`config.mk`:
```
export PLATFORM = sky130hd
export DESIGN_NAME = flash_op_ctrl
export DESIGN_NICKNAME = d
export VERILOG_FILES = /design/src/rtl/fc_pkg.sv /design/src/rtl/fc_regs.sv /design/src/rtl/fc_timegen.sv /design/src/rtl/flash_op_ctrl.sv
export SDC_FILE = /design/constraint.sdc
export NUM_CORES = 1
export LEC_CHECK = 0
export BUFFER_PORTS_ARGS = -buffer_cell sky130_fd_sc_hd__buf_2
export CORE_MARGIN = 2
export CORE_UTILIZATION = 40
export DETAILED_ROUTE_END_ITERATION = 8
export GPL_TIMING_DRIVEN = 0
export SYNTH_ARGS = -nofsm -noshare
export SYNTH_HDL_FRONTEND = slang
export SYNTH_SLANG_ARGS = --single-unit
```
`constraint.sdc`:
```
create_clock -name clk -period 3.3 [get_ports clk]
set_clock_uncertainty 0.05 [all_clocks]
set_input_delay 0.66 -clock clk [delete_from_list [all_inputs] [get_ports clk]]
set_output_delay 0.66 -clock clk [all_outputs]
set_load 0.01 [all_outputs]
```
`src/rtl/fc_pkg.sv`:
```
package fc_pkg;
  localparam logic [7:0] KEY = 8'hA5;

  // mode register bits
  localparam int MODE_SEG  = 1;
  localparam int MODE_MASS = 2;
  localparam int MODE_PROG = 6;

  // status register bits
  localparam int ST_BUSY = 0;
  localparam int ST_ACCV = 2;
  localparam int ST_LOCK = 4;
  localparam int ST_KEYV = 5;

  localparam logic [15:0] SELF_JUMP = 16'h3FFF;

  typedef enum logic [1:0] {
    SEL_MODE = 2'd0,
    SEL_CLK  = 2'd1,
    SEL_STAT = 2'd2,
    SEL_NONE = 2'd3
  } reg_sel_e;

  typedef enum logic [1:0] {
    SRC_AUX   = 2'd0,
    SRC_MAIN  = 2'd1,
    SRC_SUB   = 2'd2,
    SRC_MAIN2 = 2'd3
  } src_e;

  typedef struct packed {
    logic prog;
    logic mass;
    logic seg;
  } mode_t;
endpackage

```
`src/rtl/fc_regs.sv`:
```
module fc_regs
  import fc_pkg::*;
(
  input  logic        clk,
  input  logic        rst_n,
  input  logic        wr_en,
  input  reg_sel_e    sel,
  input  logic [15:0] wdata,
  input  logic        busy,
  input  logic        acc_hit,
  output mode_t       mode,
  output logic [5:0]  div,
  output src_e        src,
  output logic        lock,
  output logic [15:0] rdata
);
  mode_t      mode_q, mode_d;
  logic [5:0] div_q, div_d;
  src_e       src_q, src_d;
  logic       lock_q, lock_d;
  logic       keyv_q, keyv_d;
  logic       accv_q, accv_d;
  logic       key_ok;
  logic       upd;

  assign key_ok = (wdata[15:8] == KEY);
  assign upd    = wr_en | acc_hit;

  always_comb begin
    mode_d = mode_q;
    div_d  = div_q;
    src_d  = src_q;
    lock_d = lock_q;
    keyv_d = keyv_q;
    accv_d = accv_q;
    if (wr_en && !key_ok) begin
      keyv_d = 1'b1;
    end else if (wr_en) begin
      case (sel)
        SEL_MODE: begin
          mode_d.prog = wdata[MODE_PROG];
          mode_d.mass = wdata[MODE_MASS];
          mode_d.seg  = wdata[MODE_SEG];
        end
        SEL_CLK: begin
          div_d = wdata[5:0];
          src_d = src_e'(wdata[7:6]);
        end
        SEL_STAT: begin
          lock_d = wdata[ST_LOCK];
          if (wdata[ST_KEYV]) keyv_d = 1'b0;
          if (wdata[ST_ACCV]) accv_d = 1'b0;
        end
        default: ;
      endcase
    end
    if (acc_hit) accv_d = 1'b1;
  end

  always_ff @(posedge clk or negedge rst_n) begin
    if (!rst_n) begin
      mode_q <= '0;
      div_q  <= '0;
      src_q  <= SRC_AUX;
      lock_q <= 1'b1;
      keyv_q <= 1'b0;
      accv_q <= 1'b0;
    end else if (upd) begin
      mode_q <= mode_d;
      div_q  <= div_d;
      src_q  <= src_d;
      lock_q <= lock_d;
      keyv_q <= keyv_d;
      accv_q <= accv_d;
    end
  end

  always_comb begin
    rdata = '0;
    case (sel)
      SEL_MODE: begin
        rdata[MODE_PROG] = mode_q.prog;
        rdata[MODE_MASS] = mode_q.mass;
        rdata[MODE_SEG]  = mode_q.seg;
      end
      SEL_CLK:  rdata[7:0] = {src_q, div_q};
      SEL_STAT: begin
        rdata[ST_BUSY] = busy;
        rdata[ST_ACCV] = accv_q;
        rdata[ST_LOCK] = lock_q;
        rdata[ST_KEYV] = keyv_q;
      end
      default: ;
    endcase
  end

  assign mode = mode_q;
  assign div  = div_q;
  assign src  = src_q;
  assign lock = lock_q;
endmodule

```
`src/rtl/fc_timegen.sv`:
```
module fc_timegen
  import fc_pkg::*;
#(
  parameter int ERASE_TICKS = 4819,
  parameter int PROG_TICKS  = 35
) (
  input  logic       clk,
  input  logic       rst_n,
  input  logic       aux_tick,
  input  logic       sub_tick,
  input  src_e       src,
  input  logic [5:0] div,
  input  logic       start,
  input  logic       long_op,
  output logic       busy,
  output logic       done
);
  localparam int MAX_T = (ERASE_TICKS > PROG_TICKS) ? ERASE_TICKS : PROG_TICKS;
  localparam int CW    = $clog2(MAX_T + 1);

  logic [CW-1:0] cnt_q, cnt_d, last_q, last_d;
  logic [5:0]    dv_q, dv_d;
  logic          busy_q, busy_d;
  logic          src_tick, ftg_tick;

  always_comb begin
    case (src)
      SRC_AUX: src_tick = aux_tick;
      SRC_SUB: src_tick = sub_tick;
      default: src_tick = 1'b1;
    endcase
  end

  assign ftg_tick = busy_q & src_tick & (dv_q >= div);
  assign done     = ftg_tick & (cnt_q == last_q);

  always_comb begin
    cnt_d  = cnt_q;
    last_d = last_q;
    dv_d   = dv_q;
    busy_d = busy_q;
    if (start) begin
      busy_d = 1'b1;
      cnt_d  = '0;
      dv_d   = '0;
      last_d = long_op ? CW'(ERASE_TICKS - 1) : CW'(PROG_TICKS - 1);
    end else if (busy_q && src_tick) begin
      if (dv_q >= div) begin
        dv_d = '0;
        if (cnt_q == last_q) busy_d = 1'b0;
        else                 cnt_d  = cnt_q + 1'b1;
      end else begin
        dv_d = dv_q + 1'b1;
      end
    end
  end

  always_ff @(posedge clk or negedge rst_n) begin
    if (!rst_n) begin
      cnt_q  <= '0;
      last_q <= '0;
      dv_q   <= '0;
      busy_q <= 1'b0;
    end else if (start || busy_q) begin
      cnt_q  <= cnt_d;
      last_q <= last_d;
      dv_q   <= dv_d;
      busy_q <= busy_d;
    end
  end

  assign busy = busy_q;
endmodule

```
`src/rtl/flash_op_ctrl.sv`:
```
module flash_op_ctrl
  import fc_pkg::*;
#(
  parameter logic [15:0] REG_BASE    = 16'h0140,
  parameter int          FLASH_BYTES = 4096,
  parameter int          SEG_BYTES   = 512,
  parameter int          ERASE_TICKS = 4819,
  parameter int          PROG_TICKS  = 35,
  localparam int         FA_W        = $clog2(FLASH_BYTES) - 1,
  localparam int         SEG_W       = $clog2(SEG_BYTES) - 1
) (
  input  logic            clk,
  input  logic            rst_n,
  input  logic            aux_tick,
  input  logic            sub_tick,
  input  logic            cpu_req,
  input  logic            cpu_we,
  input  logic            cpu_fetch,
  input  logic [1:0]      cpu_be,
  input  logic [15:0]     cpu_addr,
  input  logic [15:0]     cpu_wdata,
  output logic [15:0]     cpu_rdata,
  output logic            busy,
  output logic [FA_W-1:0] fl_addr,
  input  logic [15:0]     fl_rdata,
  output logic            fl_wr,
  output logic [15:0]     fl_wdata,
  output logic            fl_erase,
  output logic            fl_mass
);
  logic [1:0] rs_q;
  logic       rst_n_i;

  always_ff @(posedge clk or negedge rst_n) begin
    if (!rst_n) rs_q <= 2'b00;
    else        rs_q <= {rs_q[0], 1'b1};
  end
  assign rst_n_i = rs_q[1];

  logic        in_flash, reg_hit, wr_reg, wr_flash, start, acc_hit, long_op;
  logic        busy_i, done, lock, subst, addr_lsb_unused;
  reg_sel_e    sel;
  mode_t       mode;
  logic [5:0]  div;
  src_e        src;
  logic [15:0] reg_rd;

  assign addr_lsb_unused = cpu_addr[0];
  assign in_flash = &cpu_addr[15:FA_W+1];
  assign reg_hit  = (cpu_addr[15:3] == REG_BASE[15:3]) && (cpu_addr[2:1] != 2'd3);
  assign sel      = reg_sel_e'(cpu_addr[2:1]);
  assign wr_reg   = cpu_req & cpu_we & reg_hit;
  assign wr_flash = cpu_req & cpu_we & in_flash;
  assign start    = wr_flash & ~busy_i & ~lock & (mode.prog | mode.seg | mode.mass);
  assign acc_hit  = wr_flash & busy_i;
  assign long_op  = mode.seg | mode.mass;

  fc_regs u_regs (
    .clk(clk), .rst_n(rst_n_i), .wr_en(wr_reg), .sel(sel), .wdata(cpu_wdata),
    .busy(busy_i), .acc_hit(acc_hit), .mode(mode), .div(div), .src(src),
    .lock(lock), .rdata(reg_rd)
  );

  fc_timegen #(.ERASE_TICKS(ERASE_TICKS), .PROG_TICKS(PROG_TICKS)) u_tg (
    .clk(clk), .rst_n(rst_n_i), .aux_tick(aux_tick), .sub_tick(sub_tick),
    .src(src), .div(div), .start(start), .long_op(long_op),
    .busy(busy_i), .done(done)
  );

  // captured command
  logic [FA_W-1:0] op_addr_q, op_addr_d, tgt;
  logic [15:0]     op_data_q, op_data_d;
  logic            op_erase_q, op_erase_d, op_mass_q, op_mass_d;
  logic            op_ff_q, op_ff_d, last_fetch_q, last_fetch_d;

  always_comb begin
    op_addr_d    = cpu_addr[FA_W:1];
    op_data_d    = {cpu_be[1] ? cpu_wdata[15:8] : 8'hFF,
                    cpu_be[0] ? cpu_wdata[7:0]  : 8'hFF};
    op_erase_d   = mode.seg | mode.mass;
    op_mass_d    = mode.mass;
    op_ff_d      = last_fetch_q;
    last_fetch_d = in_flash;
  end

  always_ff @(posedge clk or negedge rst_n_i) begin
    if (!rst_n_i) begin
      op_addr_q  <= '0;
      op_data_q  <= '0;
      op_erase_q <= 1'b0;
      op_mass_q  <= 1'b0;
      op_ff_q    <= 1'b0;
    end else if (start) begin
      op_addr_q  <= op_addr_d;
      op_data_q  <= op_data_d;
      op_erase_q <= op_erase_d;
      op_mass_q  <= op_mass_d;
      op_ff_q    <= op_ff_d;
    end
  end

  always_ff @(posedge clk or negedge rst_n_i) begin
    if (!rst_n_i)                 last_fetch_q <= 1'b0;
    else if (cpu_req && cpu_fetch) last_fetch_q <= last_fetch_d;
  end

  always_comb begin
    tgt = op_addr_q;
    if (op_mass_q)       tgt = '0;
    else if (op_erase_q) tgt[SEG_W-1:0] = '0;
  end

  assign fl_addr  = done ? tgt : cpu_addr[FA_W:1];
  assign fl_wr    = done & ~op_erase_q;
  assign fl_erase = done & op_erase_q;
  assign fl_mass  = done & op_mass_q;
  assign fl_wdata = fl_rdata & op_data_q;

  assign subst = cpu_req & cpu_fetch & in_flash & busy_i & op_ff_q;

  always_comb begin
    if (reg_hit)       cpu_rdata = reg_rd;
    else if (subst)    cpu_rdata = SELF_JUMP;
    else if (in_flash) cpu_rdata = fl_rdata;
    else               cpu_rdata = '0;
  end

  assign busy = busy_i;
endmodule

```
==> results of run 1 <==
==> power by group <==
| part | switching [mW] | internal, mW |
|---|---|---|
| logic | 0.0934 | 0.0896 |
| registers | 0.0478 | 0.886 |
| clock network | 0.322 | 0.390 |
==> sequential cells by signal, indices dropped and copies added, names as in the netlist <==
signal / cells
u_regs.mode: 3
u_regs.keyv_q: 1
u_regs.div: 6
op_mass_q: 1
last_fetch_q: 1
rs_q: 2
u_regs.src: 2
u_regs.accv_q: 1
u_tg.dv_q: 6
u_tg.busy: 1
u_tg.cnt_q: 13
u_tg.last_q: 3
op_addr_q: 11
op_data_q: 16
op_erase_q: 1
u_regs.lock: 1
op_ff_q: 1
==> cells in the mapped netlist (2+ instances only) <==
library cell / count
nand2_1: 72
dfrtp_1: 69
inv_1: 34
nor2_1: 26
o21ai_0: 21
mux2i_1: 19
a31oi_1: 18
and2_1: 18
clkbuf_1: 18
nand3_1: 13
ha_1: 12
mux2_2: 12
a21oi_1: 11
and3_1: 7
nor2b_1: 6
nor3_1: 6
o31ai_1: 6
a22oi_1: 5
nor4_1: 5
or4_1: 5
nand4_1: 4
o311ai_0: 4
a221o_1: 3
nand2b_1: 3
o21a_1: 3
xnor2_1: 3
and4_1: 2
buf_1: 2
nor4bb_1: 2
o31a_1: 2
or2_2: 2
==> per-layer routing <==
layer  global-route usage (%)  up-vias
li1                         -     1752
met1                    26.37     1762
met2                    35.56       95
met3                    2.957       16
met4                    6.984        0
met5                        0        -
==> per-stage QoR <==
step           std cells  util [%]  setup TNS (ns)
3_5_place_dp         667     47.85               0
6_report             687     50.86               0
4_1_cts              685     50.14               0
3_3_place_gp         667     47.73               0
2_1_floorplan        434         -               0
5_1_grt              687     50.86        -0.01376
==> how the worst min path moves through the flow <==
stage               slack, ns      end    start
floorplan                0.28  rs_q[1]  rs_q[0]
global placement         0.29  rs_q[1]  rs_q[0]
detailed placement       0.30  rs_q[1]  rs_q[0]
CTS                      0.02  rs_q[1]    rst_n
global route             0.03  rs_q[1]    rst_n
finish                   0.04  rs_q[1]    rst_n
==> cell type report <==
type	instances	area, sq um
buffer	20	98.84
clock buffer	13	158.9
clock inverter	3	42.54
fill	947	4737
inverter	34	127.6
multi-input combinational	308	2006
sequential	70	1757
tap	133	166.4
timing repair buffer	106	545.5
==> kinds of logic after synthesis <==
group	Yosys count	share of synthesized area, %
flip-flops	70	44.56
multiplexers	31	8.270
adder cells (fa/ha/maj)	12	3.817
other	1	0.09533
XOR/XNOR	4	0.8907
AND/OR/NAND/NOR	177	22.30
AO/OA/AOI/OAI	83	14.12
buffers and inverters	56	5.948
==> repair_timing <==
action / 4_1_cts / 5_1_grt
pin swaps: 2 / 4
setup buffers: 3 / 3
endpoints found under the setup margin: 13 / 11
hold buffers: 0 / 0
resized for setup: 2 / 10
==> reports/metrics.cfg, run 1 <==
[place]
postPlaceCellArea_sq_mm = 0.004612
hpwl_microns = 7918
port_buffers = 100
gp_congestion = 0.8593
post-place-ws_ns = 0.1187

[floorplan]
die-area_sq_mm = 0.01064
fp.dieW_microns = 103.2
num_rows = 36
die_h_microns = 103.2
initial_core_util_pct = 40.81
ioPinCount = 104
core_area_sq_mm = 0.009639

[yosys]
synth_area_leaders = dfrtp_1 (44%), nand2_1 (6.9%), mux2i_1 (4.8%)
synth-seq-cells = 70
netlist.top_cell.by_area = dfrtp_1
ys_warn_count = 0
synth_edf_count = 0
ys.flop_type = dfrtp_1
synth_cell_types = 52
synthArstFlopShare_pct = 100.0
yosysTopAreaCellShare_pct = 43.89
syn-num-nets = 503
seq_area_frac_synth_pct = 44.56
netlist_area_sq_mm = 0.003934
synth_cells = 434
avgSynthCellArea_sq_um = 9.064

[clocking]
clock_latency_ns = 0.35
clock_path_buffers = 2
cts_num_sinks = 70
cts.reportedPaths.clkPinSlew_ns = 0.07
cts-root-buf = clkbuf_8
cts_buffers = 9
cts_tree = done
htreeDepth = 3

[route]
met3_wirelength_microns = 502
vias = 3625
wl_met2_microns = 5136
drt-initial-drc-count = 137
totalWireLength_microns = 10670
dr.pass1.iters = 5
top_layer_used = met4
drc_errors = 0
drtAntennaViolNets = 0
via_per_inst = 5.277
wl_per_cell_microns = 15.54
met1Wirelength_microns = 4863

[layout]
drive_above_1_share_pct = 27.98
final_common_cell = buf_2
syn2layout_area_growth_pct = 24.62
final_cell_mix = buf_2 (100), nand2_1 (72), dfrtp_1 (68), inv_1 (32), nor2_1 (26)
stdcell_area_sq_mm = 0.004902
num-nets-final = 618
n_antenna_cell = 0

[sta]
maxSlewViolCount = 0
tightest_slew_ns = 0.8895
worst_slack_ns = 0.1089
setup_violations = 0
worst_hold_slack_ns = 0.03903
hold_viol = 0
fin_crit_ns = 3.191
fmax_ghz = 0.3134
fin_crit_sh_pct = 96.70
rsz0062_at_grt = true
relSlewSlack_pct = 40.70

[worst_setup_path]
path_max_fanout = 10
path_cells = or4_1 -> o22a_2 -> nor3_4 -> and3_4 -> buf_6 -> buf_12 -> mux2i_2 -> buf_2
cp.depth = 8
cp-end-kind = primary output
critPathLaunch = u_tg.cnt_q[9]
slowest_delay_ns = 0.52
cp.arrival_ns = 2.48
crit_required_ns = 2.59
rrSetupSlack_ns = 0.77
critical_path.top_delay_family = simple AND/OR/NAND/NOR gates
path_buf_inv = 3
worstSetupStartpointType = flop
worstSetupEndpoint = fl_addr[3]
reg2reg_to = u_tg.dv_q[3]
reg2regPathDepth = 8
reg2reg_from = u_regs.div[2]
critPathKind = flop to primary output
crit_slowest_cell = or4_1

[pwr]
p_total_mw = 1.829
peakVddDrop_uv = 167.5
power_density_mw_per_mm2 = 373.0
leakagePower_nw = 2.527

[global_routing]
grt.overflow.total = 0
grt_pass1_wl_microns = 16620
grt_pass1_vias = 3341
antenna_found_initial = 0
grt_use_total_pct = 20.52
grt_max_degree = 69

[flow_run]
drv_cap = 0

[status]
outcome = complete, no violations

[min_path]
hold_class = input pin to asynchronous set/reset pin

No activity file was read; power rests on OpenSTA's default activity.
==> run 2, diff against run 1 <==
--- a/config.mk
+++ b/config.mk
@@ -6,10 +6,12 @@
 export NUM_CORES = 1
 export LEC_CHECK = 0
 export BUFFER_PORTS_ARGS = -buffer_cell sky130_fd_sc_hd__buf_2
+export CAP_MARGIN = 25
 export CORE_MARGIN = 2
 export CORE_UTILIZATION = 40
 export DETAILED_ROUTE_END_ITERATION = 8
 export GPL_TIMING_DRIVEN = 0
+export PLACE_DENSITY = 0.66
 export SYNTH_ARGS = -nofsm -noshare
 export SYNTH_HDL_FRONTEND = slang
 export SYNTH_SLANG_ARGS = --single-unit
==> constraint.sdc (replaced) <==
create_clock -name clk -period 2.75 [get_ports clk]
set_clock_uncertainty 0.05 [all_clocks]
set_input_delay 0.55 -clock clk [delete_from_list [all_inputs] [get_ports clk]]
set_output_delay 0.55 -clock clk [all_outputs]
set_load 0.01 [all_outputs]
==> run 2 against run 1 <==
  * The run now ends with setup timing left
  * Utilization is 2.1 points higher
  * Largest cell class unchanged
  * Count of clock-buffer cells in the layout stayed put
  * Highest routed layer unchanged
  * Setup slack worse by 0.42 ns
  * First-iteration DRC count is 48% higher
  * Routed wire length is 1.3% higher
  * Critical path depth is 1 higher
  * Combinational power is 43% higher
  * Global-route usage is 0.37 points lower
  * Sequential cell count stayed put
  * Largest power group unchanged
  * Sequential share of layout area is 1.4 points lower
  * Power is 21% higher
==> reports/metrics.cfg, run 2 (synthesis results as in run 1) <==
[place]
dp_cells = 668  ; +0.15%
postPlaceCellArea_sq_mm = 0.004609  ; about the same
port_buffers = 100  ; unchanged
post-place-ws_ns = -0.2069  ; -0.3256 ns
hpwl_microns = 7789  ; -1.6%
gp_congestion = 0.8899  ; +3.6%

[route]
dr.pass1.iters = 7  ; +2
drt-initial-drc-count = 203  ; +48%
via_per_inst = 5.235  ; -0.79%
drc_errors = 0  ; unchanged
drtAntennaViolNets = 0  ; unchanged
totalWireLength_microns = 10820  ; +1.3%
vias = 3701  ; +2.1%
wl_per_cell_microns = 15.30  ; -1.5%

[worst_setup_path]
path_max_fanout = 4  ; -6
critPathLaunch = u_regs.div[2]
crit_slowest_cell = dfrtp_1
path_buf_inv = 3  ; unchanged
crit_required_ns = 2.15  ; -0.44 ns
slowest_delay_ns = 0.40  ; -0.12 ns
critPathKind = flop to primary output
reg2reg_from = u_regs.div[2]
cp.arrival_ns = 2.46  ; -0.02 ns
worstSetupStartpointType = flop
cp-end-kind = primary output
path_cells = inv_2 -> ha_4 -> a21oi_2 -> o21ai_1 -> a221o_2 -> and3_4 -> buf_12 -> mux2_4 -> buf_6
critical_path.top_delay_family = compound AO/OA/AOI/OAI gates

[layout]
multi_input_area_sq_mm = 0.002004  ; about the same
fin_cells = 707  ; +2.9%
stdcell_area_sq_mm = 0.005109  ; +4.2%
seqCellArea_sq_mm = 0.001758  ; about the same
num-nets-final = 640  ; +3.6%
final_common_cell = buf_2
fill_cells = 882  ; -6.9%
top_regs = op_data_q: 16 flops, u_tg.cnt_q: 13 flops, op_addr_q: 11 flops
regMostFlops = op_data_q
drive_above_1_share_pct = 30.31  ; +2.3 points
n_antenna_cell = 0  ; unchanged
fin_util_pct = 53.00  ; +2.1 points
largest_reg_flops = 16  ; unchanged
syn2layout_area_growth_pct = 29.87
final_cell_mix = buf_2 (96), nand2_1 (72), dfrtp_1 (67), inv_1 (32), nor2_1 (26)

[floorplan]
ioPinCount = 104  ; unchanged
initial_core_util_pct = 40.81  ; unchanged
fp.dieW_microns = 103.2  ; unchanged
num_rows = 36  ; unchanged
die_h_microns = 103.2  ; unchanged
die-area_sq_mm = 0.01064  ; unchanged
core_area_sq_mm = 0.009639  ; unchanged

[global_routing]
antenna_found_initial = 0  ; unchanged
grt_pass1_wl_microns = 16330  ; -1.7%
grt_use_total_pct = 20.14  ; -0.37 points
grt.overflow.total = 0  ; unchanged
grt_max_degree = 69  ; unchanged
grt_pass1_vias = 3394  ; +1.6%

[sta]
rsz0062_at_grt = true
fmax_ghz = 0.3263
worst_slack_ns = -0.3148  ; -0.4237 ns
tns_ns = -2.927  ; -2.927 ns
relSlewSlack_pct = 40.52  ; -0.18 points
fin_crit_sh_pct = 111.4
tightest_slew_ns = 0.8922  ; +0.002731 ns
hold_viol = 0  ; unchanged
maxSlewViolCount = 0  ; unchanged
fin_crit_ns = 3.065
setup_violations = 14  ; +14

[pwr]
peakVddDrop_uv = 379.8  ; +130%
swShare_pct = 24.94  ; -0.40 points
power_switching_uw = 550.0  ; +19%
power_density_mw_per_mm2 = 431.8  ; +16%
leakagePower_nw = 2.658  ; +5.2%
pwr-share-clk_pct = 37.5  ; -1.5 points
p_int_mw = 1.656  ; +21%
p_seq_share_pct = 50.6  ; -0.4 points
combPwrFrac_pct = 11.9  ; +1.9 points

[status]
violations = setup timing
outcome = finished, violations left

[clocking]
cts_tree = done
clock_latency_ns = 0.35  ; about the same
cts_num_sinks = 70  ; unchanged
clock_path_buffers = 2  ; unchanged
cts-root-buf = clkbuf_8
cts.reportedPaths.clkPinSlew_ns = 0.07  ; about the same
htreeDepth = 3  ; unchanged
cts_buffers = 9  ; unchanged

[flow_run]
drv_cap = 0  ; unchanged

[min_path]
hold_class = flop to flop
worstHoldStart = rs_q[0]

## run 2: changes by cell type in the layout (fill, tap and decap cells not counted), sizes merged
cell         before  now
buf             110  131
dlygate4sd3       0    1
clkinvlp          1    0
clkinv            1    0
## run 2: cell type report
type	instances	share of cell area, %
Buffer	19	1.739
Clock buffer	13	3.110
Clock inverter	1	0.5878
Inverter	34	2.498
Multi-Input combinational cell	308	39.24
Sequential cell	70	34.41
Tap cell	133	3.257
Timing Repair Buffer	129	15.16
## run 2: final timing paths
check                                end  slack, ns  cells past startpoint
min reg2reg                      rs_q[1]       0.30                      0
max in group asynchronous   u_tg.dv_q[2]       1.62                      0
max reg2reg                 u_tg.dv_q[3]       0.02                      9
min in group asynchronous  u_tg.cnt_q[2]       0.40                      0
max                           fl_addr[8]      -0.31                      9
min                              rs_q[1]       0.30                      0
## run 2: metal layers
| metal | part of all wire [%] | GRT usage (%) | up-vias | wire, microns |
|---|---|---|---|---|
| met5 | 0 | 0 | - | 0 |
| met4 | 1.6 | 6.781 | 0 | 168 |
| met3 | 4.6 | 3.898 | 13 | 493 |
| met2 | 49 | 34.32 | 107 | 5312 |
| met1 | 45 | 25.82 | 1794 | 4841 |
| li1 | - | - | 1787 | - |
## run 2: stage by stage
stage,hold slack [ns],total power [mW]
6_report,0.3018,2.206
5_1_grt,0.3064,2.304
4_1_cts,0.3050,2.208
3_5_place_dp,0.2866,1.348
3_3_place_gp,0.2851,1.337
2_1_floorplan,0.2044,1.240
## run 2: timing repair
| item | in CTS | in global routing |
|---|---|---|
| buffers inserted | 20 | 7 |
| hold endpoints to repair | 2 | 0 |
| pin swaps | 9 | 5 |
| endpoints found under the setup margin | 18 | 36 |
| hold buffers | 1 | 0 |
| cloned | 1 | 0 |
| resized for setup | 16 | 7 |
## run 2: power groups by stage
| stage | clock network [mW] | registers, mW | logic [mW] |
|---|---|---|---|
| final | 0.827 | 1.12 | 0.262 |
| after global routing | 0.892 | 1.12 | 0.290 |
| after CTS | 0.845 | 1.12 | 0.243 |
| after detailed placement | 0 | 1.14 | 0.210 |
| after global placement | 0 | 1.14 | 0.199 |
| after floorplan | 0 | 1.12 | 0.118 |
## run 2: worst register-to-register path: cells and delay by family (launching register included)
kind                       cells  cell delay [ns]
adders and majority gates      1             0.20
buffers and inverters          3             0.70
DFF                            1             0.40
AOI/OAI and AO/OA              4             1.15
and+or+nand+nor                1             0.13
